`src/rtl/attr_reg_pkg.sv`:
```
package attr_reg_pkg;

  typedef enum logic [1:0] {
    RC_OK    = 2'd0,
    RC_UNDEF = 2'd1,
    RC_TRAP  = 2'd2,
    RC_MISS  = 2'd3
  } rc_e;

  typedef struct packed {
    rc_e  code;
    logic use_ns;
  } verdict_t;

endpackage

```
`src/rtl/attr_access_judge.sv`:
```
module attr_access_judge
  import attr_reg_pkg::*;
(
  input  logic       hit,
  input  logic       is_write,
  input  logic [1:0] lvl,
  input  logic       hyp_en,
  input  logic       reg_trap,
  input  logic       vm_rd_trap,
  input  logic       vm_wr_trap,
  input  logic       mon,
  input  logic       ns,
  input  logic       lock,
  output verdict_t   verdict
);

  logic sec_wr_blocked;
  logic vm_trap;

  always_comb begin
    sec_wr_blocked = is_write && mon && !ns && lock;
    vm_trap        = hyp_en && (is_write ? vm_wr_trap : vm_rd_trap);
  end

  always_comb begin
    verdict.code   = RC_OK;
    verdict.use_ns = 1'b1;
    if (!hit) begin
      verdict.code = RC_MISS;
    end else begin
      unique case (lvl)
        2'd0: verdict.code = RC_UNDEF;
        2'd1: begin
          if (hyp_en && reg_trap)  verdict.code = RC_TRAP;
          else if (sec_wr_blocked) verdict.code = RC_UNDEF;
          else if (vm_trap)        verdict.code = RC_TRAP;
          else                     verdict.use_ns = mon ? ns : 1'b1;
        end
        2'd2: verdict.use_ns = 1'b1;
        default: begin
          if (!mon)                verdict.code = RC_UNDEF;
          else if (sec_wr_blocked) verdict.code = RC_UNDEF;
          else                     verdict.use_ns = ns;
        end
      endcase
    end
  end

endmodule

```
`src/rtl/attr_bank_pair.sv`:
```
module attr_bank_pair #(
  parameter int unsigned DATA_W = 32
) (
  input  logic              clk,
  input  logic              rst_n,
  input  logic              wr_en,
  input  logic              wr_ns,
  input  logic [DATA_W-1:0] wdata,
  output logic [DATA_W-1:0] sec_q,
  output logic [DATA_W-1:0] ns_q
);

  logic [DATA_W-1:0] sec_d;
  logic [DATA_W-1:0] ns_d;
  logic              sec_en;
  logic              ns_en;

  always_comb begin
    sec_en = wr_en && !wr_ns;
    ns_en  = wr_en && wr_ns;
    sec_d  = sec_en ? wdata : sec_q;
    ns_d   = ns_en  ? wdata : ns_q;
  end

  always_ff @(posedge clk or negedge rst_n) begin
    if (!rst_n) begin
      sec_q <= '0;
      ns_q  <= '0;
    end else begin
      sec_q <= sec_d;
      ns_q  <= ns_d;
    end
  end

endmodule

```
`src/rtl/attr_field_pick.sv`:
```
module attr_field_pick #(
  parameter int unsigned DATA_W  = 32,
  parameter int unsigned FIELD_W = 8,
  localparam int unsigned NFLD   = DATA_W / FIELD_W,
  localparam int unsigned IDX_W  = $clog2(2 * NFLD)
) (
  input  logic [DATA_W-1:0]  own_word,
  input  logic [DATA_W-1:0]  peer_word,
  input  logic [IDX_W-1:0]   idx,
  output logic [FIELD_W-1:0] field
);

  logic [FIELD_W-1:0] fields [2*NFLD];

  for (genvar g = 0; g < NFLD; g++) begin : g_split
    assign fields[g]        = own_word [g*FIELD_W +: FIELD_W];
    assign fields[g + NFLD] = peer_word[g*FIELD_W +: FIELD_W];
  end

  always_comb field = fields[idx];

endmodule

```
`src/rtl/sysreg_attr_bank.sv`:
```
module sysreg_attr_bank
  import attr_reg_pkg::*;
#(
  parameter int unsigned DATA_W     = 32,
  parameter int unsigned FIELD_W    = 8,
  parameter int unsigned CLASS_W    = 6,
  parameter logic [5:0]  TRAP_CLASS = 6'h03,
  parameter logic [3:0]  ENC_CP     = 4'd15,
  parameter logic [2:0]  ENC_OP1    = 3'd0,
  parameter logic [3:0]  ENC_CRN    = 4'd10,
  parameter logic [3:0]  ENC_CRM    = 4'd2,
  parameter logic [2:0]  ENC_OP2    = 3'd0,
  localparam int unsigned IDX_W     = $clog2(2 * (DATA_W / FIELD_W))
) (
  input  logic               clk,
  input  logic               rst_n,
  input  logic               req_valid,
  output logic               req_ready,
  input  logic [3:0]         req_cp,
  input  logic [2:0]         req_op1,
  input  logic [3:0]         req_crn,
  input  logic [3:0]         req_crm,
  input  logic [2:0]         req_op2,
  input  logic               req_write,
  input  logic [DATA_W-1:0]  req_wdata,
  input  logic [1:0]         req_lvl,
  input  logic               cfg_hyp_en,
  input  logic               cfg_reg_trap,
  input  logic               cfg_vm_rd_trap,
  input  logic               cfg_vm_wr_trap,
  input  logic               cfg_mon,
  input  logic               cfg_ns,
  input  logic               sec_wr_lock,
  output logic               rsp_valid,
  output logic [1:0]         rsp_code,
  output logic [CLASS_W-1:0] rsp_class,
  output logic [DATA_W-1:0]  rsp_rdata,
  input  logic [IDX_W-1:0]   lk_idx,
  input  logic [DATA_W-1:0]  lk_peer,
  output logic [FIELD_W-1:0] lk_attr
);

  logic               enc_hit;
  verdict_t           verdict;
  logic               accept;
  logic               commit;
  logic [DATA_W-1:0]  bank_sec;
  logic [DATA_W-1:0]  bank_ns;
  logic [DATA_W-1:0]  sel_word;
  logic [DATA_W-1:0]  lk_word;

  logic               rsp_valid_d;
  logic [1:0]         rsp_code_d;
  logic [CLASS_W-1:0] rsp_class_d;
  logic [DATA_W-1:0]  rsp_rdata_d;

  assign req_ready = 1'b1;

  always_comb begin
    enc_hit = (req_cp == ENC_CP) && (req_op1 == ENC_OP1) && (req_crn == ENC_CRN)
           && (req_crm == ENC_CRM) && (req_op2 == ENC_OP2);
    accept  = req_valid && req_ready;
    commit  = accept && req_write && (verdict.code == RC_OK);
  end

  attr_access_judge u_judge (
    .hit        (enc_hit),
    .is_write   (req_write),
    .lvl        (req_lvl),
    .hyp_en     (cfg_hyp_en),
    .reg_trap   (cfg_reg_trap),
    .vm_rd_trap (cfg_vm_rd_trap),
    .vm_wr_trap (cfg_vm_wr_trap),
    .mon        (cfg_mon),
    .ns         (cfg_ns),
    .lock       (sec_wr_lock),
    .verdict    (verdict)
  );

  attr_bank_pair #(.DATA_W(DATA_W)) u_banks (
    .clk   (clk),
    .rst_n (rst_n),
    .wr_en (commit),
    .wr_ns (verdict.use_ns),
    .wdata (req_wdata),
    .sec_q (bank_sec),
    .ns_q  (bank_ns)
  );

  always_comb begin
    sel_word = verdict.use_ns ? bank_ns : bank_sec;
    lk_word  = (cfg_mon && !cfg_ns) ? bank_sec : bank_ns;
  end

  attr_field_pick #(.DATA_W(DATA_W), .FIELD_W(FIELD_W)) u_pick (
    .own_word  (lk_word),
    .peer_word (lk_peer),
    .idx       (lk_idx),
    .field     (lk_attr)
  );

  always_comb begin
    rsp_valid_d = accept;
    rsp_code_d  = accept ? verdict.code : RC_OK;
    rsp_class_d = (accept && verdict.code == RC_TRAP) ? TRAP_CLASS[CLASS_W-1:0] : '0;
    rsp_rdata_d = (accept && verdict.code == RC_OK && !req_write) ? sel_word : '0;
  end

  always_ff @(posedge clk or negedge rst_n) begin
    if (!rst_n) begin
      rsp_valid <= 1'b0;
      rsp_code  <= '0;
      rsp_class <= '0;
      rsp_rdata <= '0;
    end else begin
      rsp_valid <= rsp_valid_d;
      rsp_code  <= rsp_code_d;
      rsp_class <= rsp_class_d;
      rsp_rdata <= rsp_rdata_d;
    end
  end

endmodule

```
`config.mk`:
```
export PLATFORM = sky130hd
export DESIGN_NAME = sysreg_attr_bank
export DESIGN_NICKNAME = d
export VERILOG_FILES = /design/src/rtl/attr_reg_pkg.sv /design/src/rtl/attr_access_judge.sv /design/src/rtl/attr_bank_pair.sv /design/src/rtl/attr_field_pick.sv /design/src/rtl/sysreg_attr_bank.sv
export SDC_FILE = /design/constraint.sdc
export NUM_CORES = 1
export LEC_CHECK = 0
export CORE_ASPECT_RATIO = 0.8
export CORE_MARGIN = 2
export CORE_UTILIZATION = 30
export DETAILED_ROUTE_END_ITERATION = 12
export DONT_BUFFER_PORTS = 1
export PLACE_DENSITY_LB_ADDON = 0.2
export SYNTH_ARGS = -nofsm -noshare
export SYNTH_HDL_FRONTEND = slang
export SYNTH_HIERARCHICAL = 1
export SYNTH_SLANG_ARGS = --single-unit
```
`constraint.sdc`:
```
create_clock -name clk -period 5.1 [get_ports clk]
set_input_delay 0.51 -clock clk [delete_from_list [all_inputs] [get_ports clk]]
set_output_delay 0.51 -clock clk [all_outputs]
set_load 0.03 [all_outputs]
```
==> impl_metrics.py, run 1 <==
metrics = {
    "setup_path": {
        "r2r-end": "u_banks/ns_q[13]",
        "r2r_slack_ps": 4270,
        "cp_slowest_cell": "nand2b_2",
        "timing.rr.start": "u_banks/ns_q[13]",
        "startpoint_type": "primary input",
        "crit_required_ps": 4590,
        "cp.arrival_ps": 2680,
        "startpoint": "cfg_ns",
        "crit_type": "in2out",
        "cp_cell_sequence": "nand2b_2 > mux2_1 > mux4_1 > mux2_2",
        "r2r_cells": 1,
        "crit_path_end_kind": "output pin",
        "critPathMaxFanout": 32,
        "max_stage_delay_ps": 620,
        "cp-endpoint": "lk_attr[6]",
    },
    "power": {
        "pwr-share-clk": 0.466,
        "p_seq_frac": 0.488,
        "intPower_mw": 1.29,
        "peakVddDrop_mv": 0.148,
        "p_sw_mw": 0.343,
        "p_leak_nw": 2.81,
        "p_sw_frac": 0.210,
        "powerDensity_mw_per_mm2": 299,
        "combPwrFrac": 0.046,
        "p_total_mw": 1.63,
    },
    "clocking": {
        "h-tree-depth": 3,
        "tritoncts": "yes",
        "path_clk_slew_ps": 70,
        "cts.sinks": 100,
        "clockBufferDepth": 2,
        "cts_root_buffer": "clkbuf_16",
        "cts_inserted_buffers": 9,
        "insertion_delay_ps": 350,
    },
    "finish": {
        "layoutNonFillerInstCount": 558,
        "fill_cells": 1611,
        "area_growth_syn_to_layout_pct": 9.22,
        "multiInputGateArea_mm2": 0.00230,
        "regArea_mm2": 0.00250,
        "nets": 431,
        "drive_gt1_frac": 0.305,
        "stdcell_area_mm2": 0.00547,
        "diodes": 0,
        "fin_util": 0.332,
    },
    "floorplanning": {
        "coreArea_mm2": 0.0164,
        "io_pins": 148,
        "die_area_mm2": 0.0177,
        "rows": 42,
        "initial_core_util": 0.304,
        "die_y_um": 120,
        "die_w_um": 148,
    },
    "route": {
        "wirelength_um": 12700,
        "route.detailed.drc": 0,
        "via_per_inst": 4.93,
        "wl_per_cell_um": 22.8,
        "dr.pass1.iters": 4,
        "vias": 2749,
        "drtAntennaViolNets": 0,
        "drt_iter0_drc": 114,
    },
    "placed_design": {
        "hpwl_um": 8590,
        "io_buffers": 0,
        "place_area_mm2": 0.00510,
        "place_inst": 541,
        "gp_congestion": 0.727,
    },
    "sta": {
        "worstMarginPinSlew_ps": 984,
        "rsz0062_at_grt": "false",
        "finClkSkew_ps": 4.55,
        "fin_crit_ps": 3190,
        "setup_viol": 0,
        "fin_crit_sh": 0.626,
        "relSlewSlack": 0.342,
        "drv_slew": 0,
        "hold_violations": 0,
        "max_freq_mhz": 313,
        "setup_tns_ps": 0,
    },
    "synth": {
        "synth_area_mm2": 0.00501,
        "ys_seq_area_frac": 0.500,
        "synth_edf_count": 0,
        "synth_ff_type": "dfrtp_1",
        "synth.avg_cell_area_um2": 14.5,
        "synth-seq-cells": 100,
        "ys_warn_count": 6,
        "syn_inst": 345,
        "ys_async_sr_fraction": 1.00,
        "synth.distinct_cells": 37,
    },
    "global_routing": {
        "gr-total-overflow": 0,
        "antenna_found_initial": 1,
        "grt_usage": 0.148,
        "grt_pass1_wl_um": 19000,
        "grt_pass1_vias": 2970,
        "grt_max_degree": 101,
    },
    "min_path": {
        "min_path_type": "in2async",
    },
    "flow_run": {
        "cap_violations": 0,
    },
    "outcome": {
        "status": "complete, no violations",
    },
}
## cell usage after synthesis, types with 2 or more instances
cell,n,area [um2]
and2_1,2,12.5
buf_2,11,55.1
buf_4,6,45.0
buf_6,7,78.8
clkbuf_1,3,11.3
conb_1,2,7.51
dfrtp_1,100,2500
mux2_1,30,338
mux2_2,66,743
mux2_4,9,135
mux2i_1,32,320
mux4_1,15,394
nand2_1,3,11.3
nor2_1,32,120
nor2b_1,3,18.8
nor4_1,2,12.5
o21ai_0,2,10.0
## power groups by stage
stage / clock network (mW) / registers [mW] / logic, mW
6_report: 0.761 / 0.797 / 0.0749
5_1_grt: 0.825 / 0.797 / 0.0818
4_1_cts: 0.793 / 0.797 / 0.0775
3_5_place_dp: 0 / 0.812 / 0.0580
3_3_place_gp: 0 / 0.812 / 0.0576
2_1_floorplan: 0 / 0.812 / 0.0599
## sequential cells by signal (all words and copies together) (netlist names)
signal         flops
rsp_rdata         32
u_banks/ns_q      32
u_banks/sec_q     32
rsp_code           2
rsp_class          1
rsp_valid          1
## through the flow
step           hold slack [ps]  worst slack (ps)
5_1_grt                    100              1760
3_5_place_dp               217              1840
3_3_place_gp               217              1860
4_1_cts                    107              1840
2_1_floorplan              214              2460
6_report                  85.8              1910
## repair_timing
item                                   4_1_cts  5_1_grt
hold buffers                                 1        0
gates resized for setup                      0        0
endpoints found under the hold margin      100        0
setup buffers                                0        0
## routing by layer
| metal | wire length (um) | vias to the layer above | track usage |
|---|---|---|---|
| li1 | - | 1218 | - |
| met1 | 5670 | 1412 | 0.195 |
| met2 | 5800 | 114 | 0.222 |
| met3 | 1200 | 5 | 0.0707 |
| met4 | 70 | 0 | 0.0339 |
| met5 | 0 | - | 0 |
## worst min path at each step
stage / start / end / slack [ps] / cells past startpoint
after global routing: rst_n / rsp_rdata[30] / 100 / 1
after floorplan: rst_n / rsp_class[0] / 210 / 0
after detailed placement: rst_n / rsp_rdata[22] / 220 / 0
after global placement: rst_n / rsp_rdata[22] / 220 / 0
final: rst_n / u_banks/ns_q[22] / 90 / 1
after CTS: rst_n / rsp_rdata[22] / 110 / 1
## worst max-delay path: cells and delay by family
family / cells / cell delay, ps
muxes: 3 / 1530
and+or+nand+nor: 1 / 620
## layout make-up
| type | count | share of cell area |
|---|---|---|
| clock buffers | 12 | 0.0487 |
| clock inverters | 4 | 0.0128 |
| inverters | 1 | 0.000686 |
| multi-input cells | 217 | 0.421 |
| flip-flops and latches | 100 | 0.458 |
| well taps | 220 | 0.0503 |
| repair buffers | 4 | 0.00915 |
## cell families after synthesis
| logic type | synth area share |
|---|---|
| multiplexers | 0.390 |
| flip-flops | 0.500 |
| AND/OR/NAND/NOR | 0.0512 |
| buffers and inverters | 0.0465 |
| AO/OA/AOI/OAI | 0.0107 |
| other | 0.00150 |
## placed cells by master, fill, tap and decap left out, types with 2 or more instances in the layout
cell	count
clkbuf_16	9
o21ai_0	2
clkbuf_8	3
mux2_2	66
nor2_1	32
nor2b_1	2
nand2_1	2
mux2_4	9
dfrtp_1	100
conb_1	5
mux2i_1	32
and2_1	2
mux4_1	15
clkinv_2	2
nor4_1	2
buf_4	3
mux2_1	30
bufinv_16	2
No activity file was read; power rests on OpenSTA's default activity.
==> run 2: changes to the inputs <==
==> constraint.sdc (replaced) <==
create_clock -name clk -period 2.7 [get_ports clk]
set_input_delay 0.27 -clock clk [delete_from_list [all_inputs] [get_ports clk]]
set_output_delay 0.27 -clock clk [all_outputs]
set_load 0.03 [all_outputs]
==> impl_metrics.py, run 2 (synthesized netlist as in run 1, its figures left out) <==
metrics = {
    "global_routing": {
        "antenna_found_initial": 1,
        "grt_pass1_wl_um": 18400,
        "gr-total-overflow": 0,
        "grt_max_degree": 101,
        "grt_usage": 0.142,
        "grt_pass1_vias": 3050,
    },
    "floorplanning": {
        "die_area_mm2": 0.0177,
        "rows": 42,
        "coreArea_mm2": 0.0164,
        "io_pins": 148,
        "die_y_um": 120,
        "die_w_um": 148,
        "initial_core_util": 0.304,
    },
    "route": {
        "wl_per_cell_um": 22.1,
        "dr.pass1.iters": 4,
        "via_per_inst": 4.90,
        "vias": 2764,
        "route.detailed.drc": 0,
        "drtAntennaViolNets": 0,
        "wirelength_um": 12500,
        "drt_iter0_drc": 85,
    },
    "sta": {
        "max_freq_mhz": 428,
        "fin_crit_sh": 0.865,
        "drv_slew": 0,
        "finClkSkew_ps": 4.51,
        "final.setup.worst_slack_ps": 364,
        "relSlewSlack": 0.636,
        "fin_crit_ps": 2340,
        "whs_ps": 59.0,
        "setup_tns_ps": 0,
        "hold_violations": 0,
        "setup_viol": 0,
        "rsz0062_at_grt": "false",
        "worstMarginPinSlew_ps": 547,
    },
    "placed_design": {
        "place_inst": 544,
        "pre_cts_slack_ps": 341,
        "gp_congestion": 0.741,
        "hpwl_um": 8340,
        "io_buffers": 0,
    },
    "clocking": {
        "insertion_delay_ps": 340,
        "path_clk_slew_ps": 70,
        "cts.sinks": 100,
        "cts_root_buffer": "clkbuf_16",
        "cts_inserted_buffers": 9,
        "cts_setup_buffers": 0,
        "tritoncts": "yes",
        "h-tree-depth": 3,
        "clockBufferDepth": 2,
    },
    "finish": {
        "mostFrequentLayoutCell": "dfrtp_1",
        "fill_cells": 1606,
        "area_growth_syn_to_layout_pct": 9.12,
        "regArea_mm2": 0.00250,
        "nets": 436,
        "reg_top3": "rsp_rdata x32, u_banks/ns_q x32, u_banks/sec_q x32",
        "layout_common_cells": "dfrtp_1, mux2_2, mux2i_1, nor2_1, mux2_1",
        "multiInputGateArea_mm2": 0.00230,
        "layoutNonFillerInstCount": 564,
        "drive_gt1_frac": 0.303,
    },
    "power": {
        "powerDensity_mw_per_mm2": 516,
        "p_leak_nw": 2.80,
        "peakVddDrop_mv": 0.247,
        "p_total_mw": 2.82,
    },
    "setup_path": {
        "r2r_slack_ps": 1900,
        "crit_path_end_kind": "output pin",
        "crit_required_ps": 2430,
        "critPathMaxFanout": 3,
        "startpoint_type": "register",
        "crit_type": "reg2out",
        "cp.arrival_ps": 2070,
    },
    "flow_run": {
        "cap_violations": 0,
    },
    "outcome": {
        "status": "complete, no violations",
    },
    "min_path": {
        "min_path_type": "in2reg",
    },
}
==> run 2: cell types whose count changed in the layout (fill, tap and decap cells not counted), moves of 2 or more <==
cell,previous run,this run
buf_12,0,2
bufinv_16,2,0
clkbuf_1,0,2
clkbuf_8,3,0
clkinv_2,2,4
dlygate4sd3_1,0,2
==> run 2: path summary, 6_finish.rpt <==
check                                 start                to  depth (start not counted)
hold reg to reg            u_banks/sec_q[9]  u_banks/sec_q[9]                          1
hold / removal                    req_valid       rsp_code[1]                          1
setup reg to reg           u_banks/ns_q[14]  u_banks/ns_q[14]                          1
setup / recovery           u_banks/ns_q[26]        lk_attr[2]                          3
min in group asynchronous             rst_n     rsp_rdata[21]                          2
max in group asynchronous             rst_n      rsp_rdata[8]                          2
==> run 2: power breakdown <==
| group | total, mW | switching [mW] | internal, mW |
|---|---|---|---|
| logic | 0.148 | 0.0917 | 0.0567 |
| registers | 1.51 | 0.00586 | 1.50 |
| clock network | 1.16 | 0.543 | 0.621 |
==> run 2: per-stage QoR <==
stage | util | area (um2)
6_report | 0.332 | 5460
5_1_grt | 0.332 | 5460
4_1_cts | 0.332 | 5460
3_5_place_dp | 0.313 | 5150
3_3_place_gp | 0.313 | 5150
2_1_floorplan | - | 5020
==> run 2: layer usage <==
metal	vias up	wire length, um	GRT usage
met5	-	0	0
met3	5	967	0.0574
met2	102	5650	0.225
met4	0	78	0.0357
met1	1419	5780	0.182
li1	1238	-	-
==> run 2: cell type report <==
type,count,area share
Clock inverter,5,0.00527
Timing Repair Buffer,9,0.0215
Sequential cell,100,0.458
Multi-Input combinational cell,217,0.421
Antenna cell,1,0.000458
Inverter,1,0.000687
Tap cell,220,0.0504
Clock buffer,11,0.0426
==> run 2: timing repair <==
item | in CTS | in global routing
hold endpoints to repair | 101 | 0
resized for setup | 0 | 0
hold buffers | 3 | 0
==> run 2: worst max-delay path, stage by stage (launching register included) <==
cell and delay [ps]:
dfrtp_1 400, mux2_1 330, mux4_1 600, mux2_2 400
